===== src/rtl/splitter_pkg.sv =====
package splitter_pkg;
  localparam int LANES  = 4;
  localparam int DATA_W = 8 * LANES;

  typedef enum logic [1:0] {
    ST_IDLE  = 2'd0,
    ST_ISSUE = 2'd1,
    ST_WAIT  = 2'd2,
    ST_DONE  = 2'd3
  } spl_state_e;

  // One bus piece: first data byte it carries, how many, and whether it ends the access.
  typedef struct packed {
    logic [1:0] boff;
    logic [2:0] nbytes;
    logic       last;
  } piece_t;
endpackage


===== src/rtl/split_piece_planner.sv =====
module split_piece_planner
  import splitter_pkg::*;
#(
  parameter bit NARROW = 1'b0
) (
  input  logic [1:0] off,
  input  logic [1:0] size,
  input  logic [1:0] idx,
  output piece_t     piece
);
  logic [2:0] full_bytes;

  always_comb begin
    case (size)
      2'd0:    full_bytes = 3'd1;
      2'd1:    full_bytes = 3'd2;
      default: full_bytes = 3'd4;
    endcase
  end

  if (NARROW) begin : g_narrow
    always_comb begin
      piece.boff   = 2'd0;
      piece.nbytes = full_bytes;
      piece.last   = 1'b1;
      if (size == 2'd1 && off[0]) begin
        piece.nbytes = 3'd1;
        piece.boff   = (idx == 2'd0) ? 2'd0 : 2'd1;
        piece.last   = (idx != 2'd0);
      end else if (size[1] && off == 2'd2) begin
        piece.nbytes = 3'd2;
        piece.boff   = (idx == 2'd0) ? 2'd0 : 2'd2;
        piece.last   = (idx != 2'd0);
      end else if (size[1] && off[0]) begin
        case (idx)
          2'd0: begin piece.boff = 2'd0; piece.nbytes = 3'd1; piece.last = 1'b0; end
          2'd1: begin piece.boff = 2'd1; piece.nbytes = 3'd2; piece.last = 1'b0; end
          default: begin piece.boff = 2'd3; piece.nbytes = 3'd1; piece.last = 1'b1; end
        endcase
      end
    end
  end else begin : g_wide
    logic [3:0] span;
    logic [2:0] head;
    assign span = {2'b00, off} + {1'b0, full_bytes};
    assign head = 3'd4 - {1'b0, off};
    always_comb begin
      piece.boff   = 2'd0;
      piece.nbytes = full_bytes;
      piece.last   = 1'b1;
      if (span > 4'd4) begin
        if (idx == 2'd0) begin
          piece.nbytes = head;
          piece.last   = 1'b0;
        end else begin
          piece.boff   = head[1:0];
          piece.nbytes = full_bytes - head;
        end
      end
    end
  end
endmodule


===== src/rtl/split_lane_steer.sv =====
module split_lane_steer
  import splitter_pkg::*;
(
  input  logic [1:0]        off,
  input  piece_t            piece,
  input  logic [DATA_W-1:0] wdata_in,
  input  logic [DATA_W-1:0] rdata_in,
  output logic [LANES-1:0]  lane_be,
  output logic [DATA_W-1:0] lane_wdata,
  output logic [LANES-1:0]  data_mask,
  output logic [DATA_W-1:0] rdata_rot
);
  logic [2:0] piece_end;
  assign piece_end = {1'b0, piece.boff} + piece.nbytes;

  for (genvar b = 0; b < LANES; b++) begin : g_byte
    logic [1:0] src_lane;
    assign data_mask[b] = (3'(b) >= {1'b0, piece.boff}) && (3'(b) < piece_end);
    assign src_lane     = 2'(b) + off;
    assign rdata_rot[8*b +: 8] = rdata_in[{src_lane, 3'b000} +: 8];
  end

  for (genvar j = 0; j < LANES; j++) begin : g_lane
    logic [1:0] src_byte;
    assign src_byte = 2'(j) - off;
    assign lane_be[j] = data_mask[src_byte];
    assign lane_wdata[8*j +: 8] = wdata_in[{src_byte, 3'b000} +: 8];
  end
endmodule


===== src/rtl/misalign_splitter.sv =====
module misalign_splitter
  import splitter_pkg::*;
#(
  parameter int ADDR_W = 32,
  parameter bit NARROW = 1'b0
) (
  input  logic              clk,
  input  logic              rst_n,
  input  logic              req_valid,
  output logic              req_ready,
  input  logic [ADDR_W-1:0] req_addr,
  input  logic [1:0]        req_size,
  input  logic              req_write,
  input  logic              req_signed,
  input  logic [31:0]       req_wdata,
  output logic              rsp_valid,
  input  logic              rsp_ready,
  output logic [31:0]       rsp_rdata,
  output logic              rsp_err,
  output logic              bus_req_valid,
  input  logic              bus_req_ready,
  output logic [ADDR_W-1:0] bus_addr,
  output logic              bus_we,
  output logic [3:0]        bus_be,
  output logic [31:0]       bus_wdata,
  input  logic              bus_rsp_valid,
  input  logic [31:0]       bus_rsp_rdata,
  input  logic              bus_rsp_err
);
  spl_state_e        state;
  logic [ADDR_W-1:0] a_addr;
  logic [1:0]        a_size;
  logic              a_we;
  logic              a_sgn;
  logic [DATA_W-1:0] a_wdata;
  logic [1:0]        idx;
  logic [DATA_W-1:0] acc;
  logic [DATA_W-1:0] acc_next;
  logic              err_q;

  piece_t            piece;
  logic [LANES-1:0]  data_mask;
  logic [DATA_W-1:0] rdata_rot;
  logic [ADDR_W-1:0] piece_addr;
  logic [DATA_W-1:0] ext;

  split_piece_planner #(.NARROW(NARROW)) u_plan (
    .off   (a_addr[1:0]),
    .size  (a_size),
    .idx   (idx),
    .piece (piece)
  );

  split_lane_steer u_steer (
    .off        (a_addr[1:0]),
    .piece      (piece),
    .wdata_in   (a_wdata),
    .rdata_in   (bus_rsp_rdata),
    .lane_be    (bus_be),
    .lane_wdata (bus_wdata),
    .data_mask  (data_mask),
    .rdata_rot  (rdata_rot)
  );

  assign piece_addr    = a_addr + ADDR_W'(piece.boff);
  assign bus_addr      = {piece_addr[ADDR_W-1:2], 2'b00};
  assign bus_we        = a_we;
  assign req_ready     = (state == ST_IDLE);
  assign bus_req_valid = (state == ST_ISSUE);
  assign rsp_valid     = (state == ST_DONE);
  assign rsp_err       = err_q;

  for (genvar b = 0; b < LANES; b++) begin : g_merge
    assign acc_next[8*b +: 8] = data_mask[b] ? rdata_rot[8*b +: 8] : acc[8*b +: 8];
  end

  always_comb begin
    case (a_size)
      2'd0:    ext = {{24{a_sgn & acc[7]}}, acc[7:0]};
      2'd1:    ext = {{16{a_sgn & acc[15]}}, acc[15:0]};
      default: ext = acc;
    endcase
  end

  assign rsp_rdata = (err_q || a_we) ? '0 : ext;

  always_ff @(posedge clk or negedge rst_n) begin
    if (!rst_n) begin
      state   <= ST_IDLE;
      a_addr  <= '0;
      a_size  <= '0;
      a_we    <= 1'b0;
      a_sgn   <= 1'b0;
      a_wdata <= '0;
      idx     <= '0;
      acc     <= '0;
      err_q   <= 1'b0;
    end else begin
      case (state)
        ST_IDLE: begin
          if (req_valid) begin
            a_addr  <= req_addr;
            a_size  <= req_size;
            a_we    <= req_write;
            a_sgn   <= req_signed;
            a_wdata <= req_wdata;
            idx     <= '0;
            acc     <= '0;
            err_q   <= 1'b0;
            state   <= ST_ISSUE;
          end
        end
        ST_ISSUE: begin
          if (bus_req_ready) state <= ST_WAIT;
        end
        ST_WAIT: begin
          if (bus_rsp_valid) begin
            acc <= acc_next;
            if (bus_rsp_err) begin
              err_q <= 1'b1;
              state <= ST_DONE;
            end else if (piece.last) begin
              state <= ST_DONE;
            end else begin
              idx   <= idx + 2'd1;
              state <= ST_ISSUE;
            end
          end
        end
        default: begin
          if (rsp_ready) state <= ST_IDLE;
        end
      endcase
    end
  end
endmodule


===== config.mk =====
export PLATFORM = sky130hd
export DESIGN_NAME = misalign_splitter
export DESIGN_NICKNAME = d
export VERILOG_FILES = /design/src/rtl/splitter_pkg.sv /design/src/rtl/split_piece_planner.sv /design/src/rtl/split_lane_steer.sv /design/src/rtl/misalign_splitter.sv
export SDC_FILE = /design/constraint.sdc
export NUM_CORES = 1
export LEC_CHECK = 0
export BUFFER_PORTS_ARGS = -buffer_cell sky130_fd_sc_hd__buf_4
export CAP_MARGIN = 25
export CORE_MARGIN = 3
export CORE_UTILIZATION = 50
export DETAILED_ROUTE_END_ITERATION = 6
export PLACE_DENSITY = 0.78
export RECOVER_POWER = 100
export SLEW_MARGIN = 20
export SYNTH_ARGS = -nofsm -noshare
export SYNTH_HDL_FRONTEND = slang
export SYNTH_SLANG_ARGS = --single-unit

===== constraint.sdc =====
create_clock -name clk -period 9.76 [get_ports clk]
set_input_delay 1.952 -clock clk [delete_from_list [all_inputs] [get_ports clk]]
set_output_delay 1.952 -clock clk [all_outputs]
set_load 0.005 [all_outputs]

Word level (Yosys, flattened, before mapping)

Cells that the tools add are included.

Register bits after elaboration: 105
Input port bits: 107

Order comparisons: 12
Reduce and logical (&&, ||, !) cells: 17
Shifts and indexed selects: 8
$add $sub $neg: 13
Equality and inequality tests: 14
Mux-type cells: 38
Bitwise operators: 2

Operator list:

| operator                                                         | number |
|---|---|
| indexed part select 32 x 6 -> 8 bit                              | 8 |
| case mux 32 bit (2 select lines)                                 | 2 |
| two-way mux 32 bit                                               | 3 |
| adder 32 x 2 -> 32 bit                                           | 1 |
| two-way mux 8 bit                                                | 4 |
| AND reduction 4 bit                                              | 6 |
| two-way mux 2 bit                                                | 11 |
| inequality test 2 bit, second input constant                     | 9 |
| < comparator 2 x 3 -> 1 bit, second input constant               | 4 |
| binary-select mux 1 bit (select 2 bit)                           | 4 |
| two-way mux 1 bit                                                | 8 |
| zero test 2 bit                                                  | 3 |
| < comparator 1 x 3 -> 1 bit, first input constant                | 2 |
| < comparator 2 x 3 -> 1 bit, first input constant                | 2 |
| two-way mux 6 bit                                                | 1 |
| case mux 2 bit (3 select lines)                                  | 1 |
| case mux 3 bit (2 select lines)                                  | 1 |
| AND reduction 5 bit                                              | 1 |
| adder 2 bit, first input constant                                | 2 |
| adder 2 x 3 -> 4 bit                                             | 1 |
| equality test 2 x 1 -> 1 bit, second input constant              | 2 |
| equality test 2 bit, second input constant                       | 2 |
| greater-or-equal comparator 1 x 2 -> 1 bit, first input constant | 2 |
| greater-than comparator 4 x 3 -> 1 bit, second input constant    | 1 |
| other kinds (18)                                                 | 23 |

Longest topological paths before layout

Depth in word-level cells: 11
Depth in mapped cells: 18
Gate-level depth less buffers: 13

Hierarchy

From an unflattened synthesis, not the netlist that was laid out.

Cell total of the unflattened synthesis: 575
Area, all modules: 7065.5 sq um

By module, submodules not included:

| module              | cells each | area an instance (sq um) | instances |
|---|---|---|---|
| misalign_splitter   | 436        | 5063.6                   | 1 |
| split_lane_steer    | 104        | 1729.2                   | 1 |
| split_piece_planner | 35         | 272.8                    | 1 |

Worst setup path after synthesis

Ideal clock, no wire load.

Path type: register to output
Start point: register a_addr[1]
End point: output bus_be[1]
Arrival: 3.945 ns
Buffers on the path: 6
Required time: 7.808 ns
Stages on the path, launching flop included: 17
Setup slack: 3.863 ns
Cell sequence: dfrtp_1 buf_2 buf_2 buf_2 clkbuf_1 xnor2_1 ha_1 a211o_1 a21boi_1 buf_2 o21ai_0 ha_1 ha_1 or2_2 o22a_1 buf_2 o311ai_0

Cells in the longest elaborated chain, start to end: 9
Elaborated cells between the ends (all ways): 21
Classes of those cells: 5 x add/sub; 8 x order compare; 5 x mux; 3 x reduce/logical

RTL lines:

| what                                                                              | RTL line                  | RTL |
|---|---|---|
| from (decl)                                                                       | misalign_splitter.sv:31   | `logic [ADDR_W-1:0] a_addr;` |
| from (signal assigned)                                                            | misalign_splitter.sv:102  | `a_addr <= req_addr;` |
| subtractor 3 x 2 -> 3 bit                                                         | split_piece_planner.sv:46 | `assign head = 3'd4 - {1'b0, off};` |
| subtractor 3 bit                                                                  | split_piece_planner.sv:57 | `piece.nbytes = full_bytes - head;` |
| two-way mux 3 bit                                                                 | split_piece_planner.sv:52 | `if (idx == 2'd0) begin` |
| two-way mux 6 bit                                                                 | split_piece_planner.sv:51 | `if (span > 4'd4) begin` |
| adder 2 x 3 -> 3 bit                                                              | split_lane_steer.sv:14    | `assign piece_end = {1'b0, piece.boff} + piece.nbytes;` |
| < comparator 1 x 3 -> 1 bit / < comparator 2 x 3 -> 1 bit (equally long branches) | split_lane_steer.sv:18    | `assign data_mask[b] = (3'(b) >= {1'b0, piece.boff}) && (3'(b) < piece_end);` |
| logical AND 1 bit                                                                 | split_lane_steer.sv:18    |  |
| binary-select mux 1 bit (select 2 bit) *                                          | split_lane_steer.sv:26    | `assign lane_be[j] = data_mask[src_byte];` |
| two-way mux 1 bit (not written as such) *                                         | split_lane_steer.sv:26    |  |
| to (decl)                                                                         | misalign_splitter.sv:24   | `output logic [3:0] bus_be,` |

Mark *: on every way between the ends. The rest lies on a longest branch, timed or not. The select of a mux whose other input is x is not followed.

Worst setup path after layout

Start point: register a_size[1]
End point: output bus_be[1]

Cells in the longest elaborated chain, start to end: 10
Elaborated cells between the ends (all ways): 21
Classes of those cells: 3 x add/sub; 8 x order compare; 1 x eq/ne; 5 x mux; 4 x reduce/logical

RTL lines:

| what                                                                               | RTL line                                             | RTL |
|---|---|---|
| from (decl)                                                                        | misalign_splitter.sv:32                              | `logic [1:0] a_size;` |
| from (signal assigned)                                                             | misalign_splitter.sv:103                             | `a_size <= req_size;` |
| equality test 2 x 1 -> 1 bit / zero test 2 bit (equally long branches)             | split_piece_planner.sv:14                            | `case (size)` |
| case mux 3 bit (2 select lines) *                                                  | split_piece_planner.sv:14                            |  |
| adder 2 x 3 -> 4 bit / subtractor 3 bit (equally long branches)                    | split_piece_planner.sv:45, split_piece_planner.sv:57 |  |
| greater-than comparator 4 x 3 -> 1 bit / two-way mux 3 bit (equally long branches) | split_piece_planner.sv:51, split_piece_planner.sv:52 |  |
| two-way mux 6 bit *                                                                | split_piece_planner.sv:51                            |  |
| adder 2 x 3 -> 3 bit                                                               | split_lane_steer.sv:14                               |  |
| < comparator 1 x 3 -> 1 bit / < comparator 2 x 3 -> 1 bit (equally long branches)  | split_lane_steer.sv:18                               |  |
| logical AND 1 bit                                                                  | split_lane_steer.sv:18                               |  |
| binary-select mux 1 bit (select 2 bit) *                                           | split_lane_steer.sv:26                               |  |
| two-way mux 1 bit (not written as such) *                                          | split_lane_steer.sv:26                               |  |

Marked as above.

==> results.md <==
* Run status: finished, violations left
* Failing checks: capacitance limit, slew limit
* Clk_skew at 0.00611 ns
* Most frequent cells in the layout: 122 x buf_4, 104 x dfrtp_1, 84 x mux2_2, 80 x clkbuf_4, 49 x nor2_1
* Total clock buffers created by CTS at 9
* Endpoints failing hold at 0
* Lkg Pwr at 0.00396 uW
* Slew Limit Headroom at -176%
* Initial Util at 52.3%
* Fin crit share at 80.2%
* DRC viols at 0
* Clk Latency, worst-skew pair at 0.35 ns
* CTS resizes at 0
* Hold path depth at 1
* Min-Delay Path Class: flip-flop to flip-flop
* Final core utilization at 66.2%
* # diodes at 0
* Gate Count Post-Synth at 634
* Clock power share at 11.1%
* PD cells at 397 mW/mm^2
* DP HPWL at 14300 um
* Slowest stage delay, CP at 0.95 ns
* Synth Flop Type: dfrtp_1
* Sw Share at 43.0%
* R2R Setup Slk at 3.53 ns
* Kind of critical path: flip-flop to primary output
* Reg2reg start: a_size[1]$_DFFE_PN0P_
* Avg Inst Size Synth at 11.1 um^2
* Worst Hold Launch: acc[20]$_DFFE_PN0P_
* Critical Path End Type: primary output
* Root buf cell: clkbuf_16
* Die Span X at 125 um
* GRT overflow at 0
* Site row count at 42
* First-pass GRT wire length at 31200 um
* R2r endpoint: acc[7]$_DFFE_PN0P_
* Post-synth ARST share at 100%
* Drt first pass iters at 5
* Setup Fix Bufs, Post-CTS at 0
* Vias in the first global route at 5941
* Comb power frac at 64.9%
* Cell total after placement at 979
* CTS tree: done
* Syn-to-layout area delta at 26.6%
* Slew @ Worst Pin at 4.15 ns
* Sequential share of the synthesized area at 37.2%
* Worst setup margin at 1.93 ns
* Post-synth EDFFs at 0
* Hold path endpoint: acc[20]$_DFFE_PN0P_
* Power Internal at 2020 uW
* Crit path required time at 7.81 ns
* Max Cap Viol at 4
* Final Critical Period at 7.83 ns
* Io pins at 212
* Via-per-instance ratio at 5.91
* Final RePlAce weighted congestion at 0.861
* Buffers on Ports at 209
* Synthesized flop and latch total at 105
* Crit-path most repeated cell: ha_1
* Non-Filler Instances at 995
* Crit path depth at 13
* Sequential share of power at 24.0%
* Final Net Count at 934
* Initial antenna violation count at 0
* Dpl ws at 2.89 ns
* Die area at 0.0156 mm^2
* Most common cell after layout, fill and taps aside: buf_4
* Vias at 5880
* Clk sinks at 105
* Final Total Pwr at 3550 uW
* Worst Path Buf+Inv at 1
* Fin. max-slew vios at 189
* Synth unique cells at 59
* Crit-path leading delay family: compound AO/OA/AOI/OAI gates
* DR WL/cell at 19.2 um
* H-tree depth at 3
* Switch Pwr at 1530 uW
* DRT antenna net count at 0
* Maximum VDD drop at 0.219 mV
* Setup_tns at 0 ns
* GRT Overall Usage at 24.6%
* Worst-path clk slew at 0.07 ns
* Initial DRC count at 472
* Setup crit start kind: flip-flop
* Core area at 0.0135 mm^2
* Crit path arrival time at 5.88 ns
* Clock Tree Buf Depth at 2
* Largest net degree at the start of global routing at 84
* Worst R2R Path Depth at 12
* Final Routed Wirelength at 19100 um
* Crit-path cells: nor2_1 > ha_1 > ha_1 > a2bb2oi_1 > a21boi_0 > o21ai_0 > ha_1 > ha_1 > or2_2 > o22ai_1 > o221ai_1 > o311ai_0 > buf_4
* Die height at 125 um
* Peak Freq at 128 MHz
* Fraction of layout cells with a size suffix above 1 at 42.6%
* CTS Hold Bufs at 0
* Setup repair after global routing missed its margin: false
* CP max FO at 24
* Mapped cell area at 0.00706 mm^2
* Max stage delay cell, worst path: a21boi_0
* Setup-failing EPs final at 0
* Yosys warns at 0
power by group through the flow:
stage | combinational, uW | clock (uW) | sequential, uW
after CTS | 2390 | 400 | 850
after floorplan | 1590 | 0 | 764
after global placement | 2320 | 0 | 830
after detailed placement | 2370 | 0 | 857
after global routing | 2510 | 418 | 885
final | 2300 | 392 | 852
worst max-delay path by stage:
stage	start	to	slack, ns
4_1_cts	a_size[1]$_DFFE_PN0P_	bus_be[1]	2.50
3_3_place_gp	a_size[1]$_DFFE_PN0P_	bus_be[1]	3.07
2_1_floorplan	a_addr[1]$_DFFE_PN0P_	bus_be[1]	3.86
5_1_grt	rst_n	a_addr[0]$_DFFE_PN0P_	1.29
3_5_place_dp	a_size[1]$_DFFE_PN0P_	bus_be[1]	2.89
6_report	a_size[1]$_DFFE_PN0P_	bus_be[1]	1.93
cell usage after synthesis (3+ instances only):
cell       count  area [um^2]
buf_1         11         41.3
a21oi_1       44          220
nor2_1        49          184
nor2b_1        3         18.8
nand3_1       13         65.1
dfrtp_1      105         2630
o2bb2ai_1     16          140
mux4_2        40          901
clkbuf_1      23         86.3
and3_1         9         56.3
o31ai_1        3         22.5
nand4_1        8         50.1
a22o_1         8         70.1
nor3_1         5         25.0
ha_1          12          150
a31oi_1       11         68.8
o41ai_1        8         70.1
a211o_1       10         87.6
mux2_2        84          946
inv_1         29          109
o22ai_1        4         25.0
o21a_1         9         67.6
xnor2_1       19          166
buf_2         11         55.1
xor2_1        14          123
mux2i_1       17          170
and2_1         8         50.1
nand2_1       21         78.8
o21ai_0        3         15.0
metal layers:
metal | global-route usage, % | wire [um]
met3 | 7.50 | 1380
met2 | 41.2 | 9590
met4 | 6.82 | 404
met1 | 31.0 | 7750
met5 | 0 | 0
sequential cells by signal, summed over array words and instances, names as in the netlist:
register / cells
bus_we: 1
a_addr: 32
idx: 2
a_size: 2
rsp_err: 1
acc: 32
a_sgn: 1
a_wdata: 32
state: 2
cell type report:
class                           count  area (um^2)
Fill cell                        1038         4570
Multi-Input combinational cell    454         4090
Sequential cell                   105         2630
Timing Repair Buffer              215         1570
Clock buffer                       10          229
Tap cell                          176          220
Inverter                           29          109
Clock inverter                      6         90.1
cells by family after synthesis:
| logic type | count (synthesis) | share of synthesized area, % |
|---|---|---|
| muxes | 142 | 28.7 |
| AOI/OAI and AO/OA | 141 | 15.0 |
| and+or+nand+nor | 123 | 8.22 |
| DFF | 105 | 37.2 |
| buffers and inverters | 76 | 4.34 |
| xor gates and xnor gates | 33 | 4.09 |
| adders and majority gates | 13 | 2.41 |
| other | 1 | 0.0531 |
worst register-to-register path: stages (launching register included):
cell and delay (ns):
dfrtp_1 0.67, nor2_1 0.70, ha_1 0.31, ha_1 0.26, a2bb2oi_1 0.18, a21boi_0 0.95
o21ai_0 0.24, ha_1 0.24, ha_1 0.19, a31oi_1 0.24, o22ai_1 0.38, o41ai_1 1.49
a22o_1 0.32
metrics by stage:
step	area (um^2)	hold WS [ns]
finish	8940	0.490
global placement	8720	0.472
CTS	9030	0.494
detailed placement	8720	0.478
global route	8940	0.514
floorplan	7070	0.456
Power figures use the tool's default switching activity.
